==> config.mk <==
export PLATFORM = sky130hd
export DESIGN_NAME = wbuf_prog
export DESIGN_NICKNAME = d
export VERILOG_FILES = /design/src/rtl/wbuf_pkg.sv /design/src/rtl/wbuf_store.sv /design/src/rtl/wbuf_timer.sv /design/src/rtl/wbuf_prog.sv
export SDC_FILE = /design/constraint.sdc
export NUM_CORES = 1
export LEC_CHECK = 0
export BUFFER_PORTS_ARGS = -buffer_cell sky130_fd_sc_hd__buf_2
export CORE_MARGIN = 8
export CORE_UTILIZATION = 37
export DETAILED_ROUTE_END_ITERATION = 16
export GPL_ROUTABILITY_DRIVEN = 1
export HOLD_SLACK_MARGIN = 0.05
export SETUP_SLACK_MARGIN = 0.05
export SYNTH_ARGS = -nofsm -noshare
export SYNTH_HDL_FRONTEND = slang
export SYNTH_SLANG_ARGS = --single-unit
export TNS_END_PERCENT = 5
==> constraint.sdc <==
create_clock -name clk -period 3.4 [get_ports clk]
set_clock_uncertainty 0.05 [all_clocks]
set_input_delay 0.34 -clock clk [delete_from_list [all_inputs] [get_ports clk]]
set_output_delay 0.34 -clock clk [all_outputs]
set_load 0.05 [all_outputs]
==> src/rtl/wbuf_pkg.sv <==
package wbuf_pkg;
  typedef enum logic {
    WMODE_PAGE  = 1'b0,
    WMODE_MULTI = 1'b1
  } wmode_e;
endpackage

==> src/rtl/wbuf_store.sv <==
module wbuf_store
  import wbuf_pkg::*;
#(
  parameter int ADDR_W = 11,
  parameter int DATA_W = 8,
  parameter int ROW_W  = 4,
  parameter int MB_MAX = 8
) (
  input  logic              clk,
  input  logic              rst_n,
  input  logic              accept,
  input  logic [ADDR_W-1:0] addr_i,
  input  logic [DATA_W-1:0] data_i,
  input  logic              mode_i,
  input  logic              clear,
  input  logic [ROW_W-1:0]  rd_slot,
  output logic              have_o,
  output wmode_e            mode_o,
  output logic [ADDR_W-1:0] start_o,
  output logic              slot_full_o,
  output logic [DATA_W-1:0] slot_data_o,
  output logic              span_o
);
  localparam int SLOTS = 1 << ROW_W;
  localparam int CW    = ROW_W + 1;

  logic              have_q;
  wmode_e            mode_q;
  logic [ADDR_W-1:0] start_q;
  logic [ROW_W-1:0]  beat_q;
  logic [CW-1:0]     stored_q;
  logic [SLOTS-1:0]  full_q;
  logic [DATA_W-1:0] data_q [SLOTS];

  logic [ADDR_W-1:0] eff_start;
  wmode_e            eff_mode;
  logic [ROW_W-1:0]  k_page;
  logic [CW-1:0]     k_mb, limit;
  logic [ROW_W-1:0]  wr_slot;
  logic              wr_en;
  logic [ADDR_W-1:0] last_addr;

  always_comb begin
    eff_start = have_q ? start_q : addr_i;
    eff_mode  = have_q ? mode_q : wmode_e'(mode_i);
    k_page    = have_q ? beat_q : '0;
    k_mb      = have_q ? stored_q : '0;
    limit     = (eff_start[ROW_W-1:0] == '0) ? CW'(SLOTS) : CW'(MB_MAX);
    if (eff_mode == WMODE_PAGE) begin
      wr_slot = eff_start[ROW_W-1:0] + k_page;
      wr_en   = accept;
    end else begin
      wr_slot = k_mb[ROW_W-1:0];
      wr_en   = accept && (k_mb < limit);
    end
  end

  always_ff @(posedge clk) begin
    if (!rst_n || clear) begin
      have_q   <= 1'b0;
      mode_q   <= WMODE_PAGE;
      start_q  <= '0;
      beat_q   <= '0;
      stored_q <= '0;
      full_q   <= '0;
    end else if (accept) begin
      have_q  <= 1'b1;
      mode_q  <= eff_mode;
      start_q <= eff_start;
      beat_q  <= k_page + 1'b1;
      if (wr_en) begin
        full_q[wr_slot] <= 1'b1;
        stored_q        <= k_mb + 1'b1;
      end
    end
  end

  always_ff @(posedge clk) begin
    if (wr_en) data_q[wr_slot] <= data_i;
  end

  assign last_addr   = start_q + ADDR_W'(stored_q) - ADDR_W'(1);
  assign span_o      = (mode_q == WMODE_MULTI) &&
                       (last_addr[ADDR_W-1:ROW_W] != start_q[ADDR_W-1:ROW_W]);
  assign have_o      = have_q;
  assign mode_o      = mode_q;
  assign start_o     = start_q;
  assign slot_full_o = full_q[rd_slot];
  assign slot_data_o = data_q[rd_slot];
endmodule

==> src/rtl/wbuf_timer.sv <==
module wbuf_timer #(
  parameter int PROG_TICKS = 32,
  parameter int ROW_W      = 4
) (
  input  logic           clk,
  input  logic           rst_n,
  input  logic           go,
  input  logic           dbl,
  output logic           busy_o,
  output logic           scan_on,
  output logic [ROW_W-1:0] scan_slot,
  output logic           fin
);
  localparam int SLOTS = 1 << ROW_W;
  localparam int TW    = $clog2(PROG_TICKS + 1);
  localparam int SW    = ROW_W + 1;

  logic          busy_q, second_q;
  logic [TW-1:0] cnt_q;
  logic [SW-1:0] scan_q;
  logic          at_end;

  assign at_end = busy_q && (cnt_q == '0);
  assign fin    = at_end && !(dbl && !second_q);

  always_ff @(posedge clk) begin
    if (!rst_n) begin
      busy_q   <= 1'b0;
      second_q <= 1'b0;
      cnt_q    <= '0;
      scan_q   <= '0;
    end else if (!busy_q) begin
      if (go) begin
        busy_q   <= 1'b1;
        second_q <= 1'b0;
        cnt_q    <= TW'(PROG_TICKS - 1);
        scan_q   <= '0;
      end
    end else begin
      if (scan_q != SW'(SLOTS)) scan_q <= scan_q + 1'b1;
      if (fin) begin
        busy_q <= 1'b0;
      end else if (at_end) begin
        second_q <= 1'b1;
        cnt_q    <= TW'(PROG_TICKS - 1);
      end else begin
        cnt_q <= cnt_q - 1'b1;
      end
    end
  end

  assign busy_o    = busy_q;
  assign scan_on   = busy_q && (scan_q < SW'(SLOTS));
  assign scan_slot = scan_q[ROW_W-1:0];
endmodule

==> src/rtl/wbuf_prog.sv <==
module wbuf_prog
  import wbuf_pkg::*;
#(
  parameter int ADDR_W     = 11,
  parameter int DATA_W     = 8,
  parameter int ROW_W      = 4,
  parameter int MB_MAX     = 8,
  parameter int PROG_TICKS = 32
) (
  input  logic              clk,
  input  logic              rst_n,
  input  logic              in_valid,
  output logic              in_ready,
  input  logic [ADDR_W-1:0] in_addr,
  input  logic [DATA_W-1:0] in_data,
  input  logic              stop,
  input  logic              mode,
  output logic              arr_we,
  output logic [ADDR_W-1:0] arr_addr,
  output logic [DATA_W-1:0] arr_data,
  output logic              busy
);
  logic              accept, go, fin, have, span, scan_on, slot_full;
  logic [ROW_W-1:0]  scan_slot;
  logic [ADDR_W-1:0] start;
  wmode_e            cmd_mode;

  assign in_ready = !busy;
  assign accept   = in_valid && in_ready;
  assign go       = stop && !busy && (have || accept);

  wbuf_store #(
    .ADDR_W(ADDR_W), .DATA_W(DATA_W), .ROW_W(ROW_W), .MB_MAX(MB_MAX)
  ) u_store (
    .clk(clk), .rst_n(rst_n), .accept(accept), .addr_i(in_addr),
    .data_i(in_data), .mode_i(mode), .clear(fin), .rd_slot(scan_slot),
    .have_o(have), .mode_o(cmd_mode), .start_o(start),
    .slot_full_o(slot_full), .slot_data_o(arr_data), .span_o(span)
  );

  wbuf_timer #(.PROG_TICKS(PROG_TICKS), .ROW_W(ROW_W)) u_timer (
    .clk(clk), .rst_n(rst_n), .go(go), .dbl(span), .busy_o(busy),
    .scan_on(scan_on), .scan_slot(scan_slot), .fin(fin)
  );

  assign arr_we   = scan_on && slot_full;
  assign arr_addr = (cmd_mode == WMODE_MULTI) ? start + ADDR_W'(scan_slot)
                                              : {start[ADDR_W-1:ROW_W], scan_slot};
endmodule

# Word-level counts from Yosys, hierarchy flattened

Memories as Yosys holds them, arrays and structs flattened. A register that Yosys moved wholly into a read port is not among the register bits.
Cells that the tools add are included.

Output and inout bits: 22
ROM bits: 0
Logic and storage cells: 87
Input bits: 24
Flip-flop bits (word level): 51
Bits in writable memories: 128
Memories: 1
Latch bits: 0

Reductions and logical operators: 25
Magnitude comparators: 5
Add/subtract/negate cells: 8
Eq/ne operators: 5
Muxes and demuxes: 30
Multiply operators: 0
Shifts and indexed selects: 0
Divide/modulo/power cells: 0
Bitwise gates (word level): 2

Memories:

| memory         | depth | width | rd ports | clocked after memory_dff | wr ports | RTL line         | RTL |
|---|---|---|---|---|---|---|---|
| u_store.data_q | 16    | 8     | 1        | 1                        | 1        | wbuf_store.sv:33 | `logic [DATA_W-1:0] data_q [SLOTS];` |

Operators with widths:

| kind                  | number |
|---|---|
| $mux 5                | 5 |
| $mux 6                | 4 |
| $mux 4                | 5 |
| $or 16x16->16         | 1 |
| $mux 1                | 13 |
| $add 11x4->11         | 1 |
| $add 11x5->11         | 1 |
| $logic_and 1x1->1     | 11 |
| $mux 11               | 1 |
| $sub 11x1->11 const B | 1 |
| $add 5x1->5 const B   | 2 |
| $lt 4x5->1 const B    | 2 |
| $reduce_and 2->1      | 4 |
| $ne 7x7->1            | 1 |
| $logic_not 6->1       | 1 |
| $ne 2x2->1 const B    | 3 |
| $sub 6x1->6 const B   | 1 |
| $lt 5x5->1            | 1 |
| $lt 5x5->1 const B    | 1 |
| $ne 5x5->1 const B    | 1 |
| $add 4x1->4 const B   | 1 |
| $add 4x4->4           | 1 |
| $bmux 1 s4            | 1 |
| $demux 1 s4           | 1 |
| other kinds (7)       | 11 |

# Depth between registers and ports, before layout

Depth after elaboration: 9
Mapped depth: 14
Gate-level depth less buffers: 12

# Cells and area by module

A second synthesis with hierarchy kept.

Cells, all modules: 621
Area total of the unflattened synthesis: 8379.3 um^2

Modules (own cells, without submodules):

| module     | times used | area each (um^2) | cells an instance | sequential area each (um^2) |
|---|---|---|---|---|
| wbuf_store | 1          | 7225.7           | 483               | 4604.4 |
| wbuf_timer | 1          | 782.0            | 90                | 260.2 |
| wbuf_prog  | 1          | 371.6            | 48                | 0.0 |

# Least setup slack after synthesis

No wires, ideal clock.

Path kind: reg-to-reg
Start: reg u_store.have_q, in the netlist u_store.have_o
End: mem u_store.data_q[2][0] (enable)
Period minus slack after synthesis: 3.654 ns
Path buffers: 2
Setup time: 0.398 ns
Stages on the path, launching flop included: 13
Slack: -0.254 ns
Data arrival time: 3.206 ns
Required time: 2.952 ns
Path through: dfxtp_1 buf_4 clkbuf_1 nand2_1 inv_1 ha_1 a21o_1 a21oi_1 xnor2_1 o211ai_1 nand2_1 or2_2 nor4_1

Word-level cells in the longest chain between the ends: 8
Elaborated cells between the ends (all ways): 13
Classes of those cells: add/sub (1); order compare (1); mux (9); reduce/logical (2)

RTL lines:

| item                         | RTL line         | RTL |
|---|---|---|
| from (decl)                  | wbuf_store.sv:27 | `logic have_q;` |
| from (signal assigned)       | wbuf_store.sv:60 | `have_q <= 1'b0;` |
| from (signal assigned)       | wbuf_store.sv:67 | `have_q <= 1'b1;` |
| $mux 4                       | wbuf_store.sv:44 | `eff_start = have_q ? start_q : addr_i;` |
| $logic_not 4->1              | wbuf_store.sv:48 | `limit = (eff_start[ROW_W-1:0] == '0) ? CW'(SLOTS) : CW'(MB_MAX);` |
| $mux 5                       | wbuf_store.sv:48 |  |
| $lt 5x5->1                   | wbuf_store.sv:54 | `wr_en = accept && (k_mb < limit);` |
| $logic_and 1x1->1            | wbuf_store.sv:54 |  |
| $mux 1                       | wbuf_store.sv:49 | `if (eff_mode == WMODE_PAGE) begin` |
| $mux 1                       | wbuf_store.sv:79 | `if (wr_en) data_q[wr_slot] <= data_i;` |
| $mux 1 (not written as such) | wbuf_store.sv:79 |  |
| to (decl)                    | wbuf_store.sv:33 |  |

Parallel ways exist; a longest one is shown, timed or not.

# Worst setup path after layout

Start: reg u_store.stored_q[3]
End: reg u_timer.cnt_q[1]

Word-level cells in the longest chain between the ends: 9

RTL lines:

| item                              | RTL line         | RTL |
|---|---|---|
| from (decl)                       | wbuf_store.sv:31 | `logic [CW-1:0] stored_q;` |
| from (signal assigned)            | wbuf_store.sv:73 | `stored_q <= k_mb + 1'b1;` |
| $add 11x5->11                     | wbuf_store.sv:82 | `assign last_addr = start_q + ADDR_W'(stored_q) - ADDR_W'(1);` |
| $sub 11x1->11                     | wbuf_store.sv:82 |  |
| $ne 7x7->1                        | wbuf_store.sv:84 | `(last_addr[ADDR_W-1:ROW_W] != start_q[ADDR_W-1:ROW_W]);` |
| $logic_and 1x1->1                 | wbuf_store.sv:83 | `assign span_o = (mode_q == WMODE_MULTI) &&` |
| $logic_and 1x1->1                 | wbuf_timer.sv:24 | `assign fin = at_end && !(dbl && !second_q);` |
| $logic_not 1->1                   | wbuf_timer.sv:24 |  |
| $logic_and 1x1->1                 | wbuf_timer.sv:24 |  |
| $ne 2x2->1 (no source line)       | n/a              |  |
| $reduce_and 2->1 (no source line) | n/a              |  |
| to (signal assigned)              | wbuf_timer.sv:36 | `cnt_q <= TW'(PROG_TICKS - 1);` |
| to (signal assigned)              | wbuf_timer.sv:45 | `cnt_q <= TW'(PROG_TICKS - 1);` |
| to (signal assigned)              | wbuf_timer.sv:47 | `cnt_q <= cnt_q - 1'b1;` |
| to (decl)                         | wbuf_timer.sv:19 | `logic [TW-1:0] cnt_q;` |

Every way passes these cells.
A chain may end at the register's enable or synchronous reset.

==> flow_summary_export.csv <==
group,metric,value,unit
timing,worst_pin_slew,0.705,ns
logic_synthesis,yosysTopAreaCell,"edfxtp_1",
logic_synthesis,netlist_area,8350,sq um
final_layout,n_fill_cell,2005,
placed_design,place_congestion,0.784,
final_layout,layout-drive-gt1-share,27.6,%
clock_tree,root_buffer,"clkbuf_16",
route,routedWlPerCell,19.1,um
die,start_util,37.2,%
critical_path,end_kind,"register",
grt,grt_first_pass_wirelength,29600,um
die,die-area,27600,sq um
power_and_ir_drop,internal_power,3.83,mW
route,detail_route.first_pass.iterations,6,
critical_path,crit_arrival,3.49,ns
grt,globalRouteTotalUtil,13.7,%
die,std_cell_rows,55,
power_and_ir_drop,p_sw,1.45,mW
critical_path,r2r-end,"u_timer.cnt_q[1]$_SDFFE_PN0P_",
clock_tree,cts_made_buffers,17,
logic_synthesis,synth_edf_count,128,
logic_synthesis,syn_inst,602,
route,wirelength,18700,um
die,io_pins,46,
logic_synthesis,syn_avg_cell_area,13.9,sq um
power_and_ir_drop,p_leak,3.55,nW
final_layout,multi_input_area,3170,sq um
final_layout,antenna_cells,0,
logic_synthesis,async_flop_share,0,%
timing,fin_crit_sh,94.3,%
timing,finalHoldViolCount,0,
critical_path,reg2regPathDepth,12,
power_and_ir_drop,clkPwrFrac,37.7,%
placed_design,hpwl,12700,um
critical_path,worstSetupStartpointType,"register",
critical_path,crit_fanout,4,
final_layout,seqCellArea,4950,sq um
hold_path,worstHoldStart,"in_addr[6]",
timing,max_freq,312,MHz
timing,slew_headroom,53.0,%
timing,rsz0062_at_grt,"false",
logic_synthesis,ys_top_cells_by_area,"edfxtp_1 (46%), dfxtp_1 (13%), mux4_2 (12%)",
flow_run,cap_violations,0,
clock_tree,cts_max_path_buffers,2,
power_and_ir_drop,switching_share,27.5,%
clock_tree,cts_sinks,183,
route,first_iter_violations,274,
grt,grt_max_degree,33,
die,die_w,166,um
route,vias,5121,
critical_path,regToRegSetupSlack,0.19,ns
logic_synthesis,yosysMostFrequentCell,"edfxtp_1",
clock_tree,insertion_delay,0.43,ns
clock_tree,htreeDepth,4,
timing,setup-tns-final,0,ns
logic_synthesis,ys_seq_area_share,59.2,%
die,fp.dieH,166,um
clock_tree,holdBufCountCts,0,
logic_synthesis,yosysWarnings,0,
grt,grt_antenna_before_repair,0,
run_status,outcome,"finished clean",
logic_synthesis,synth_seq_cells,183,
hold_path,holdPathStages,3,
hold_path,hold_class,"primary input to register",
critical_path,worstSetupPathType,"register to register",
critical_path,worst_ep_required_time,3.69,ns
timing,fin_crit,3.21,ns
route,viasPerCell,5.24,
grt,grt_pass1_vias,5427,
power_and_ir_drop,p_per_area,538,nW/um^2
power_and_ir_drop,share_comb_of_total_power,14.8,%
timing,finalSetupViolations,0,
final_layout,finalNetCount,735,
logic_synthesis,synth_common_cells,"edfxtp_1 (128), dfxtp_1 (55), mux4_2 (45)",
grt,gr-total-overflow,0,
timing,drv_slew,0,
power_and_ir_drop,power,5.28,mW
power_and_ir_drop,ir_drop,0.317,mV
logic_synthesis,synthFlopType,"edfxtp_1",
clock_tree,clk_pin_slew_worst_paths,0.07,ns
critical_path,r2r-start,"u_store.stored_q[3]$_SDFFE_PP0P_",
hold_path,hold_end,"u_store.start_o[6]$_SDFFE_PP0P_",
logic_synthesis,yosysTopAreaCellShare,46.0,%
route,drc,0,
route,ant_nets,0,
timing,holdWs,0.0943,ns
final_layout,synthToLayoutAreaGrowth,17.4,%
die,core-area,22400,sq um
logic_synthesis,ys_types,59,
clock_tree,cts_tree,"built",
power_and_ir_drop,p_seq_share,47.4,%
logic_synthesis,syn-num-nets,657,
placed_design,io_buffers,45,
-- cell type report --
class                   instances  share of cell area [%]
repair buffers                 85                    6.07
flip-flops and latches        183                    50.5
clock buffers                  17                    4.34
clock inverters                14                    1.80
multi-input cells             359                    32.4
inverters                      34                    1.30
well taps                     285                    3.64
-- repair_timing --
action,CTS,global route
pin swaps,1,4
gates resized for setup,0,11
setup buffers,0,0
endpoints found under the setup margin,7,139
-- placed cells by master (no fill, tap or decap), types with 29 or more instances in the layout --
cell / netlist / layout
a21oi_1: 38 / 34
dfxtp_1: 55 / 50
edfxtp_1: 128 / 128
inv_1: 32 / 32
buf_2: 6 / 45
nor2_1: 40 / 40
mux4_2: 45 / 45
ha_1: 29 / 29
nand2_1: 44 / 43
buf_4: 3 / 33
-- layer usage --
layer	share of wire [%]	vias up	GRT usage, %	routed length (um)
met5	0	-	0	0
met4	1.2	0	4.00	229
met3	4.9	24	3.42	922
met2	50	119	23.8	9320
met1	44	2561	16.6	8220
li1	-	2417	-	-
-- power by group through the flow --
stage	clock network (mW)	registers (mW)	logic (mW)
final	1.99	2.50	0.782
after global routing	2.12	2.51	0.853
after CTS	2.03	2.50	0.780
after detailed placement	0	2.55	0.778
after global placement	0	2.55	0.752
after floorplan	0	2.54	0.560
-- worst max-delay path, cell delays in order (launching register included) --
cell      delay, ns
dfxtp_2        0.36
inv_1          0.07
ha_1           0.27
inv_1          0.04
ha_1           0.29
a21o_1         0.19
a21oi_2        0.17
nand2_2        0.10
a21oi_2        0.14
mux2_4         0.32
o41ai_4        0.45
mux2_2         0.38
a221oi_1       0.28
-- kinds of logic (layout without fill, tap and decap cells) --
| family | count (synthesis) | in the layout | share of synthesized area, % |
|---|---|---|---|
| flip-flops | 183 | 183 | 59.2 |
| XOR/XNOR | 22 | 22 | 2.40 |
| multiplexers | 59 | 59 | 13.9 |
| adder cells (fa/ha/maj) | 31 | 31 | 4.82 |
| buffers and inverters | 60 | 150 | 3.10 |
| AND/OR/NAND/NOR | 153 | 153 | 8.93 |
| AO/OA/AOI/OAI | 94 | 94 | 7.62 |
-- state kept, by name, summed over array words and instances, names as in the netlist, named ones only --
name,count
u_store.beat_q,4
u_store.stored_q,5
u_timer.cnt_q,6
u_timer.scan_q,5
u_store.data_q,128
u_store.full_q,16
u_store.start_o,11
u_timer.busy_o,1
u_timer.second_q,1
u_store.mode_o,1
u_store.have_o,1
-- stage by stage --
stage,setup slack [ns],utilization [%],cell area (sq um),cells
after floorplan,-0.218,-,8360,602
after global placement,0.129,40.9,9170,946
after detailed placement,0.0378,40.9,9170,946
after CTS,0.0401,43.6,9780,977
after global routing,0.0235,43.7,9810,977
final,0.194,43.7,9810,977
-- worst max path at each step --
stage                                                 from                             end  slack [ns]  cells past startpoint
final                     u_store.stored_q[3]$_SDFFE_PP0P_   u_timer.cnt_q[1]$_SDFFE_PN0P_        0.19                     12
after global routing      u_store.stored_q[3]$_SDFFE_PP0P_   u_timer.cnt_q[1]$_SDFFE_PN0P_        0.02                     12
after CTS                      u_store.have_o$_SDFFE_PP0P_  u_store.data_q[8][2]$_DFFE_PP_        0.04                      9
after detailed placement  u_store.stored_q[3]$_SDFFE_PP0P_   u_timer.cnt_q[1]$_SDFFE_PN0P_        0.04                     12
after global placement    u_store.stored_q[3]$_SDFFE_PP0P_   u_timer.cnt_q[1]$_SDFFE_PN0P_        0.13                     12
after floorplan                u_store.have_o$_SDFFE_PP0P_  u_store.data_q[1][0]$_DFFE_PP_       -0.22                     10
No activity file was read; power rests on OpenSTA's default activity.
